File: src/rtl/fpll_seq_pkg.sv
package fpll_seq_pkg;
  localparam int STEP_W    = 2;
  localparam int ON_STEPS  = 4;
  localparam int OFF_STEPS = 2;

  typedef enum logic [1:0] {SQ_IDLE, SQ_ISSUE, SQ_WAIT} seq_state_e;
  typedef enum logic [1:0] {RM_IDLE, RM_READ, RM_WRITE} rmw_state_e;
endpackage

File: src/rtl/fpll_step_rom.sv
module fpll_step_rom
  import fpll_seq_pkg::*;
#(
  parameter int ADDR_W = 8,
  parameter int DATA_W = 32,
  parameter logic [ADDR_W-1:0] REG0_ADDR = '0,
  parameter logic [ADDR_W-1:0] REG1_ADDR = 4,
  parameter int RSTN_BIT = 0,
  parameter int EN_BIT   = 1,
  parameter int ND_LSB   = 8,
  parameter int ND_W     = 7,
  parameter int FRAC_LSB = 0,
  parameter int FRAC_W   = 22
) (
  input  logic              op_on,
  input  logic [STEP_W-1:0] step,
  input  logic [ND_W-1:0]   nd,
  input  logic [FRAC_W-1:0] frac,
  output logic [ADDR_W-1:0] addr,
  output logic [DATA_W-1:0] mask,
  output logic [DATA_W-1:0] val,
  output logic              last
);
  localparam logic [DATA_W-1:0] ONE    = DATA_W'(1);
  localparam logic [DATA_W-1:0] RSTN_M = ONE << RSTN_BIT;
  localparam logic [DATA_W-1:0] EN_M   = ONE << EN_BIT;
  localparam logic [DATA_W-1:0] ND_M   = ((ONE << ND_W) - ONE) << ND_LSB;
  localparam logic [DATA_W-1:0] FRAC_M = ((ONE << FRAC_W) - ONE) << FRAC_LSB;

  logic [DATA_W-1:0] nd_field, frac_field;
  assign nd_field   = DATA_W'(nd) << ND_LSB;
  assign frac_field = DATA_W'(frac) << FRAC_LSB;

  always_comb begin
    addr = REG0_ADDR;
    mask = '0;
    val  = '0;
    last = 1'b0;
    if (op_on) begin
      last = (step == STEP_W'(ON_STEPS - 1));
      case (step)
        2'd0: begin mask = RSTN_M; val = '0; end
        2'd1: begin mask = RSTN_M; val = RSTN_M; end
        2'd2: begin addr = REG1_ADDR; mask = FRAC_M; val = frac_field & FRAC_M; end
        default: begin mask = EN_M | ND_M; val = EN_M | (nd_field & ND_M); end
      endcase
    end else begin
      last = (step >= STEP_W'(OFF_STEPS - 1));
      case (step)
        2'd0:    begin mask = EN_M; val = '0; end
        default: begin mask = RSTN_M; val = '0; end
      endcase
    end
  end
endmodule

File: src/rtl/fpll_rmw.sv
module fpll_rmw
  import fpll_seq_pkg::*;
#(
  parameter int ADDR_W = 8,
  parameter int DATA_W = 32
) (
  input  logic              clk,
  input  logic              rst_n,
  input  logic              start,
  input  logic [ADDR_W-1:0] addr_i,
  input  logic [DATA_W-1:0] mask_i,
  input  logic [DATA_W-1:0] val_i,
  output logic              fin,
  output logic              bus_req,
  output logic              bus_we,
  output logic [ADDR_W-1:0] bus_addr,
  output logic [DATA_W-1:0] bus_wdata,
  input  logic [DATA_W-1:0] bus_rdata,
  input  logic              bus_ack
);
  rmw_state_e        st;
  logic [ADDR_W-1:0] addr_q;
  logic [DATA_W-1:0] mask_q, val_q, wdata_q;

  always_ff @(posedge clk or negedge rst_n) begin
    if (!rst_n) begin
      st      <= RM_IDLE;
      addr_q  <= '0;
      mask_q  <= '0;
      val_q   <= '0;
      wdata_q <= '0;
    end else begin
      case (st)
        RM_IDLE: if (start) begin
          addr_q <= addr_i;
          mask_q <= mask_i;
          val_q  <= val_i;
          st     <= RM_READ;
        end
        RM_READ: if (bus_ack) begin
          wdata_q <= (bus_rdata & ~mask_q) | (val_q & mask_q);
          st      <= RM_WRITE;
        end
        RM_WRITE: if (bus_ack) st <= RM_IDLE;
        default: st <= RM_IDLE;
      endcase
    end
  end

  assign bus_req   = (st != RM_IDLE);
  assign bus_we    = (st == RM_WRITE);
  assign bus_addr  = addr_q;
  assign bus_wdata = wdata_q;
  assign fin       = (st == RM_WRITE) && bus_ack;
endmodule

File: src/rtl/fpll_seq.sv
module fpll_seq
  import fpll_seq_pkg::*;
#(
  parameter int ADDR_W = 8,
  parameter int DATA_W = 32,
  parameter logic [ADDR_W-1:0] REG0_ADDR = '0,
  parameter logic [ADDR_W-1:0] REG1_ADDR = 4,
  parameter int RSTN_BIT = 0,
  parameter int EN_BIT   = 1,
  parameter int ND_LSB   = 8,
  parameter int ND_W     = 7,
  parameter int FRAC_LSB = 0,
  parameter int FRAC_W   = 22
) (
  input  logic              clk,
  input  logic              rst_n,
  input  logic              req_valid,
  output logic              req_ready,
  input  logic              req_on,
  input  logic [ND_W-1:0]   mult_nd,
  input  logic [FRAC_W-1:0] frac_word,
  output logic              bus_req,
  output logic              bus_we,
  output logic [ADDR_W-1:0] bus_addr,
  output logic [DATA_W-1:0] bus_wdata,
  input  logic [DATA_W-1:0] bus_rdata,
  input  logic              bus_ack,
  output logic              done
);
  seq_state_e        st;
  logic              op_q;
  logic [STEP_W-1:0] step_q;
  logic [ND_W-1:0]   nd_q;
  logic [FRAC_W-1:0] frac_q;
  logic              done_q;

  logic [ADDR_W-1:0] s_addr;
  logic [DATA_W-1:0] s_mask, s_val;
  logic              s_last, start, fin;

  fpll_step_rom #(
    .ADDR_W(ADDR_W), .DATA_W(DATA_W), .REG0_ADDR(REG0_ADDR), .REG1_ADDR(REG1_ADDR),
    .RSTN_BIT(RSTN_BIT), .EN_BIT(EN_BIT), .ND_LSB(ND_LSB), .ND_W(ND_W),
    .FRAC_LSB(FRAC_LSB), .FRAC_W(FRAC_W)
  ) u_rom (
    .op_on(op_q), .step(step_q), .nd(nd_q), .frac(frac_q),
    .addr(s_addr), .mask(s_mask), .val(s_val), .last(s_last)
  );

  fpll_rmw #(.ADDR_W(ADDR_W), .DATA_W(DATA_W)) u_rmw (
    .clk(clk), .rst_n(rst_n), .start(start),
    .addr_i(s_addr), .mask_i(s_mask), .val_i(s_val), .fin(fin),
    .bus_req(bus_req), .bus_we(bus_we), .bus_addr(bus_addr),
    .bus_wdata(bus_wdata), .bus_rdata(bus_rdata), .bus_ack(bus_ack)
  );

  assign start     = (st == SQ_ISSUE);
  assign req_ready = (st == SQ_IDLE);
  assign done      = done_q;

  always_ff @(posedge clk or negedge rst_n) begin
    if (!rst_n) begin
      st     <= SQ_IDLE;
      op_q   <= 1'b0;
      step_q <= '0;
      nd_q   <= '0;
      frac_q <= '0;
      done_q <= 1'b0;
    end else begin
      done_q <= 1'b0;
      case (st)
        SQ_IDLE: if (req_valid) begin
          op_q   <= req_on;
          nd_q   <= mult_nd;
          frac_q <= frac_word;
          step_q <= '0;
          st     <= SQ_ISSUE;
        end
        SQ_ISSUE: st <= SQ_WAIT;
        SQ_WAIT: if (fin) begin
          if (s_last) begin
            st     <= SQ_IDLE;
            done_q <= 1'b1;
          end else begin
            step_q <= step_q + STEP_W'(1);
            st     <= SQ_ISSUE;
          end
        end
        default: st <= SQ_IDLE;
      endcase
    end
  end
endmodule

File: config.mk
export PLATFORM = sky130hd
export DESIGN_NAME = fpll_seq
export DESIGN_NICKNAME = d
export VERILOG_FILES = /design/src/rtl/fpll_seq_pkg.sv /design/src/rtl/fpll_step_rom.sv /design/src/rtl/fpll_rmw.sv /design/src/rtl/fpll_seq.sv
export SDC_FILE = /design/constraint.sdc
export NUM_CORES = 1
export LEC_CHECK = 0
export ABC_AREA = 1
export BUFFER_PORTS_ARGS = -buffer_cell sky130_fd_sc_hd__buf_2
export CORE_UTILIZATION = 62
export DETAILED_ROUTE_END_ITERATION = 8
export PLACE_DENSITY = 0.89
export SLEW_MARGIN = 0
export SYNTH_ARGS = -nofsm -noshare
export SYNTH_HDL_FRONTEND = slang
export SYNTH_HIERARCHICAL = 1
export SYNTH_SLANG_ARGS = --single-unit
File: constraint.sdc
create_clock -name clk -period 2.32 [get_ports clk]
set_input_delay 0.116 -clock clk [delete_from_list [all_inputs] [get_ports clk]]
set_output_delay 0.116 -clock clk [all_outputs]
set_load 0.02 [all_outputs]
# Word-level counts from Yosys, hierarchy flattened
# Index checks and enable logic that the tools add are counted.
# totals
wordCells	66
ff_bits	141
in_bits	66
output_inout_bits	44
# op_classes
n_eq_ne	13
n_lt_le_gt_ge	1
mux	23
bitwise	4
n_reduce_logical	13
addsub	1
# op_table
cell	n
case mux 22 bit (3 select lines)	1
bitwise AND 32 bit	2
case mux 22 bit (2 select lines)	1
two-way mux 32 bit	1
inverter 32 bit	1
OR 32 bit	1
two-way mux 22 bit	1
two-way mux 2 bit	9
case mux 2 bit (3 select lines)	2
!= test 2 bit, second input constant	5
== test 2 bit, second input constant	4
AND reduction 2 bit	4
== test 2 x 1 -> 1 bit, second input constant	3
logical NOT 2 bit	3
two-way mux 3 bit	2
two-way mux 1 bit	5
case mux 2 bit (2 select lines)	1
AND reduction 4 bit	1
nonzero test 2 bit	2
AND reduction 3 bit	1
adder 2 x 1 -> 2 bit, second input constant	1
>= comparator 2 x 1 -> 1 bit, second input constant	1
!= test 2 x 1 -> 1 bit, second input constant	1
OR reduction 2 bit	1
logical AND 1 bit	1

# Longest topological paths before layout
# depth
ltp_word	5
depth_mapped	8
ltp_nobuf	7

# Cells and area by module
# Netlist, hierarchy kept.
# modules_own_cells
mod	seq_area_each_um2	cells_each	n_inst	area_per_inst_um2
fpll_rmw	2652.5	588	1	4643.2
fpll_seq	875.8	164	1	1465.2
fpll_step_rom	0.0	113	1	710.7

# Worst setup path before layout
# OpenSTA, ideal clock, no wires.
# synth_path
path_type	register to register
startpoint	register step_q[1]
endpoint	register u_rmw.mask_q[15]
setup_time_ns	0.116
arrival_time_ns	1.301
stages_incl_launch_ff	9
path_buffers	2
slack_ns	0.903
t_required_ns	2.204
synth_period_minus_slack_ns	1.417
cell_sequence	dfrtp_1 -> nand2_4 -> clkinv_2 -> nand2_4 -> buf_12 -> inv_2 -> buf_4 -> nand3_1 -> nand2_1
# synth_via
elab_chain_cells	4
elab_cells_between_ends	6
classes_between	eq/ne (2); mux (2); reduce/logical (2)
# synth_lines
item	line	text
start: declaration	fpll_seq.sv:32	logic [STEP_W-1:0] step_q;
start signal: assignment	fpll_seq.sv:85	step_q <= step_q + STEP_W'(1);
== test 2 x 1 -> 1 bit or logical NOT 2 bit (tied branches)	fpll_step_rom.sv:41	case (step)
OR reduction 2 bit (no line)	--	
case mux 22 bit (2 select lines) *	fpll_step_rom.sv:41	
two-way mux 32 bit *	fpll_step_rom.sv:39	if (op_on) begin
via s_mask[15]	fpll_seq.sv:38	logic [DATA_W-1:0] s_mask, s_val;
end signal: assignment	fpll_rmw.sv:36	mask_q <= mask_i;
end: declaration	fpll_rmw.sv:23	logic [DATA_W-1:0] mask_q, val_q, wdata_q;
# Mark *: on every way through the listed nets, which the timed path passes. The rest lies on a longest branch.
# A chain may end at the register's enable or synchronous reset.

# Final worst setup path
# layout_path
startpoint	register u_rmw.st[0]
endpoint	output port bus_req
# layout_via
elab_chain_cells	1
# layout_lines
item	line	text
start: declaration	fpll_rmw.sv:21	rmw_state_e st;
start signal: assignment	fpll_rmw.sv:27	st <= RM_IDLE;
start signal: assignment	fpll_rmw.sv:38	st <= RM_READ;
start signal: assignment	fpll_rmw.sv:42	st <= RM_WRITE;
nonzero test 2 bit	fpll_rmw.sv:50	assign bus_req = (st != RM_IDLE);
end: declaration	fpll_seq.sv:22	output logic bus_req,
# No other way between the ends.

==> results.sh <==
export IMPL_run_status="complete, no violations"
export IMPL_slew_viol_final=0
export IMPL_nets=1075
export IMPL_grt_ovfl_total=0
export IMPL_min_period_ps=1950
export IMPL_synth_seq_cells=141
export IMPL_die_w_um=107
export IMPL_power_leakage_nw=4.71
export IMPL_syn2layout_area_growth_pct=22.9
export IMPL_finalPower_mw=10.5
export IMPL_grt_pass1_vias=6035
export IMPL_fin_util_pct=79.7
export IMPL_dr_total_vias=6090
export IMPL_p_switching_mw=4.26
export IMPL_power_share_sequential_pct=38.7
export IMPL_final_setup_viol_count=0
export IMPL_layout_common_cells="nand2_1 (427), dfrtp_1 (141), buf_2 (108)"
export IMPL_path_clk_slew_ps=60
export IMPL_synth_distinct_cells=20
export IMPL_grt_max_degree=73
export IMPL_setup_worst_path_start_class="flop"
export IMPL_worstSkewPairLatency_ps=510
export IMPL_cts_root_buf="clkbuf_8"
export IMPL_drive_gt1_share_pct=16.8
export IMPL_sw_frac_of_total_pct=40.8
export IMPL_powerDensity_nw_per_um2=1250
export IMPL_rsz0062_at_grt="no"
export IMPL_drt_pass1_iterations=6
export IMPL_dieArea_um2=11400
export IMPL_cts_sinks=141
export IMPL_finalHoldViolCount=0
export IMPL_ios=110
export IMPL_r2r_worst_path_cells=5
export IMPL_final_common_cell="nand2_1"
export IMPL_totalNegativeSetupSlack_ps=0
export IMPL_synth_area_um2=6820
export IMPL_hold_class="in -> async"
export IMPL_yosysWarnings=6
export IMPL_finalClockSkew_ps=8.13
export IMPL_fp_row_count=37
export IMPL_vias_per_cell=5.26
export IMPL_h_tree_depth=4
export IMPL_cts_buffers_inserted=17
export IMPL_postSynthAreaPerCell_um2=7.88
export IMPL_pre_cts_ws_ps=678
export IMPL_fin_crit_sh_pct=83.9
export IMPL_grt_pass1_wl_um=28400
export IMPL_postLayoutSetupSlackWorst_ps=372
export IMPL_dpl_hpwl_um=9380
export IMPL_p_int_mw=6.19
export IMPL_critPathRequiredTime_ps=2200
export IMPL_path_class="reg -> out"
export IMPL_drt_iter0_drc=634
export IMPL_ys_seq_area_share_pct=51.7
export IMPL_wirelength_um=17600
export IMPL_endpoint_kind="output port"
export IMPL_peakVddDrop_mv=0.818
export IMPL_drc=0
export IMPL_cts_tree="built"
export IMPL_postSynthCellCount=865
export IMPL_start_util_pct=64.9
export IMPL_relSlewSlack_pct=56.5
export IMPL_die_h_um=107
export IMPL_grtUsageTotal_pct=32.4
export IMPL_cts_setup_buffers=0
export IMPL_max_clock_freq_mhz=513
export IMPL_antenna_found_initial=0
export IMPL_io_buffers=109
export IMPL_diodes=0
export IMPL_core_area_um2=10500
export IMPL_wire_per_inst_um=15.2
export IMPL_cp_max_fo=26
export IMPL_clockPowerShare_pct=25.1
export IMPL_clockBufferDepth=2
export IMPL_max_cap_viol_count=0
export IMPL_combPwrFrac_pct=36.2
export IMPL_gp_congestion=0.815
export IMPL_worstMarginPinSlew_ps=652
export IMPL_worstPathArrival_ps=1830
export IMPL_drtAntennaViolNets=0
## cell type report
type | instances | area, um^2
Sequential cell | 141 | 3530
Inverter | 59 | 223
Multi-Input combinational cell | 605 | 2550
Timing Repair Buffer | 185 | 1330
Clock buffer | 22 | 463
Fill cell | 617 | 2130
Tap cell | 136 | 170
Clock inverter | 10 | 114
## per-layer routing
layer	track usage (%)	up-vias	wire [um]
met5	0	-	0
met4	13.6	0	487
met3	6.69	57	1300
met2	54.7	327	8850
met1	40.6	2843	6930
li1	-	2863	-
## kinds of logic (layout without fill, tap and decap cells)
family	count (synthesis)	in the layout	share of synthesized area (%)
DFF	141	141	51.7
buffers and inverters	145	276	12.6
and+or+nand+nor	565	565	34.7
AOI/OAI and AO/OA	13	13	0.954
other	1	27	0.0550
## registers in the layout (all words and copies together) (netlist names)
signal / count
u_rmw/bus_addr: 8
nd_q: 7
u_rmw/st: 2
done: 1
u_rmw/bus_wdata: 32
op_q: 1
step_q: 2
u_rmw/val_q: 32
u_rmw/mask_q: 32
frac_q: 22
st: 2
## critical path, stage by stage (launching register included)
cell,delay (ps)
dfrtp_1,470
nor2_4,520
inv_1,140
buf_2,190
## repair_timing
action,CTS,global route
hold endpoints to repair,116,0
hold buffers,64,0
gates resized for setup,0,0
setup endpoints to repair,0,0
## cells in the mapped netlist, drive strengths merged
cell type	number	share of area, %
conb	1	0.055
buf	86	9.3
o21ai	3	0.22
clkinv	1	0.073
dfrtp	141	52
a21oi	10	0.73
nor3	2	0.15
nand2	431	24
nand3	108	8.0
nor2	24	2.5
inv	58	3.2
## power by group through the flow
| stage | Combinational [mW] | Clock (mW) | Sequential [mW] |
|---|---|---|---|
| floorplan | 2.41 | 0 | 4.28 |
| global placement | 3.40 | 0 | 3.99 |
| detailed placement | 3.53 | 0 | 4.02 |
| CTS | 3.70 | 2.64 | 4.01 |
| global route | 4.18 | 2.76 | 4.13 |
| finish | 3.79 | 2.62 | 4.05 |
## worst paths after layout
check                                          to  slack [ps]         startpoint
min in group clk                       frac_q[12]         180          req_valid
worst min register to register  u_rmw/bus_addr[1]         470  u_rmw/bus_addr[1]
worst max register to register    u_rmw/mask_q[4]         580          step_q[0]
worst max-delay path                      bus_req         370        u_rmw/st[0]
max in group asynchronous              frac_q[15]        1410              rst_n
worst min-delay path             u_rmw/mask_q[28]         120              rst_n
## stage by stage
stage               instances  hold WS (ps)  instance area [um^2]
floorplan                 891          -180                  6920
global placement         1062           101                  7160
detailed placement       1062           103                  7160
CTS                      1158           133                  8380
global route             1158           180                  8380
finish                   1158           124                  8380
Note: power is estimated with default switching activity, not from simulation.
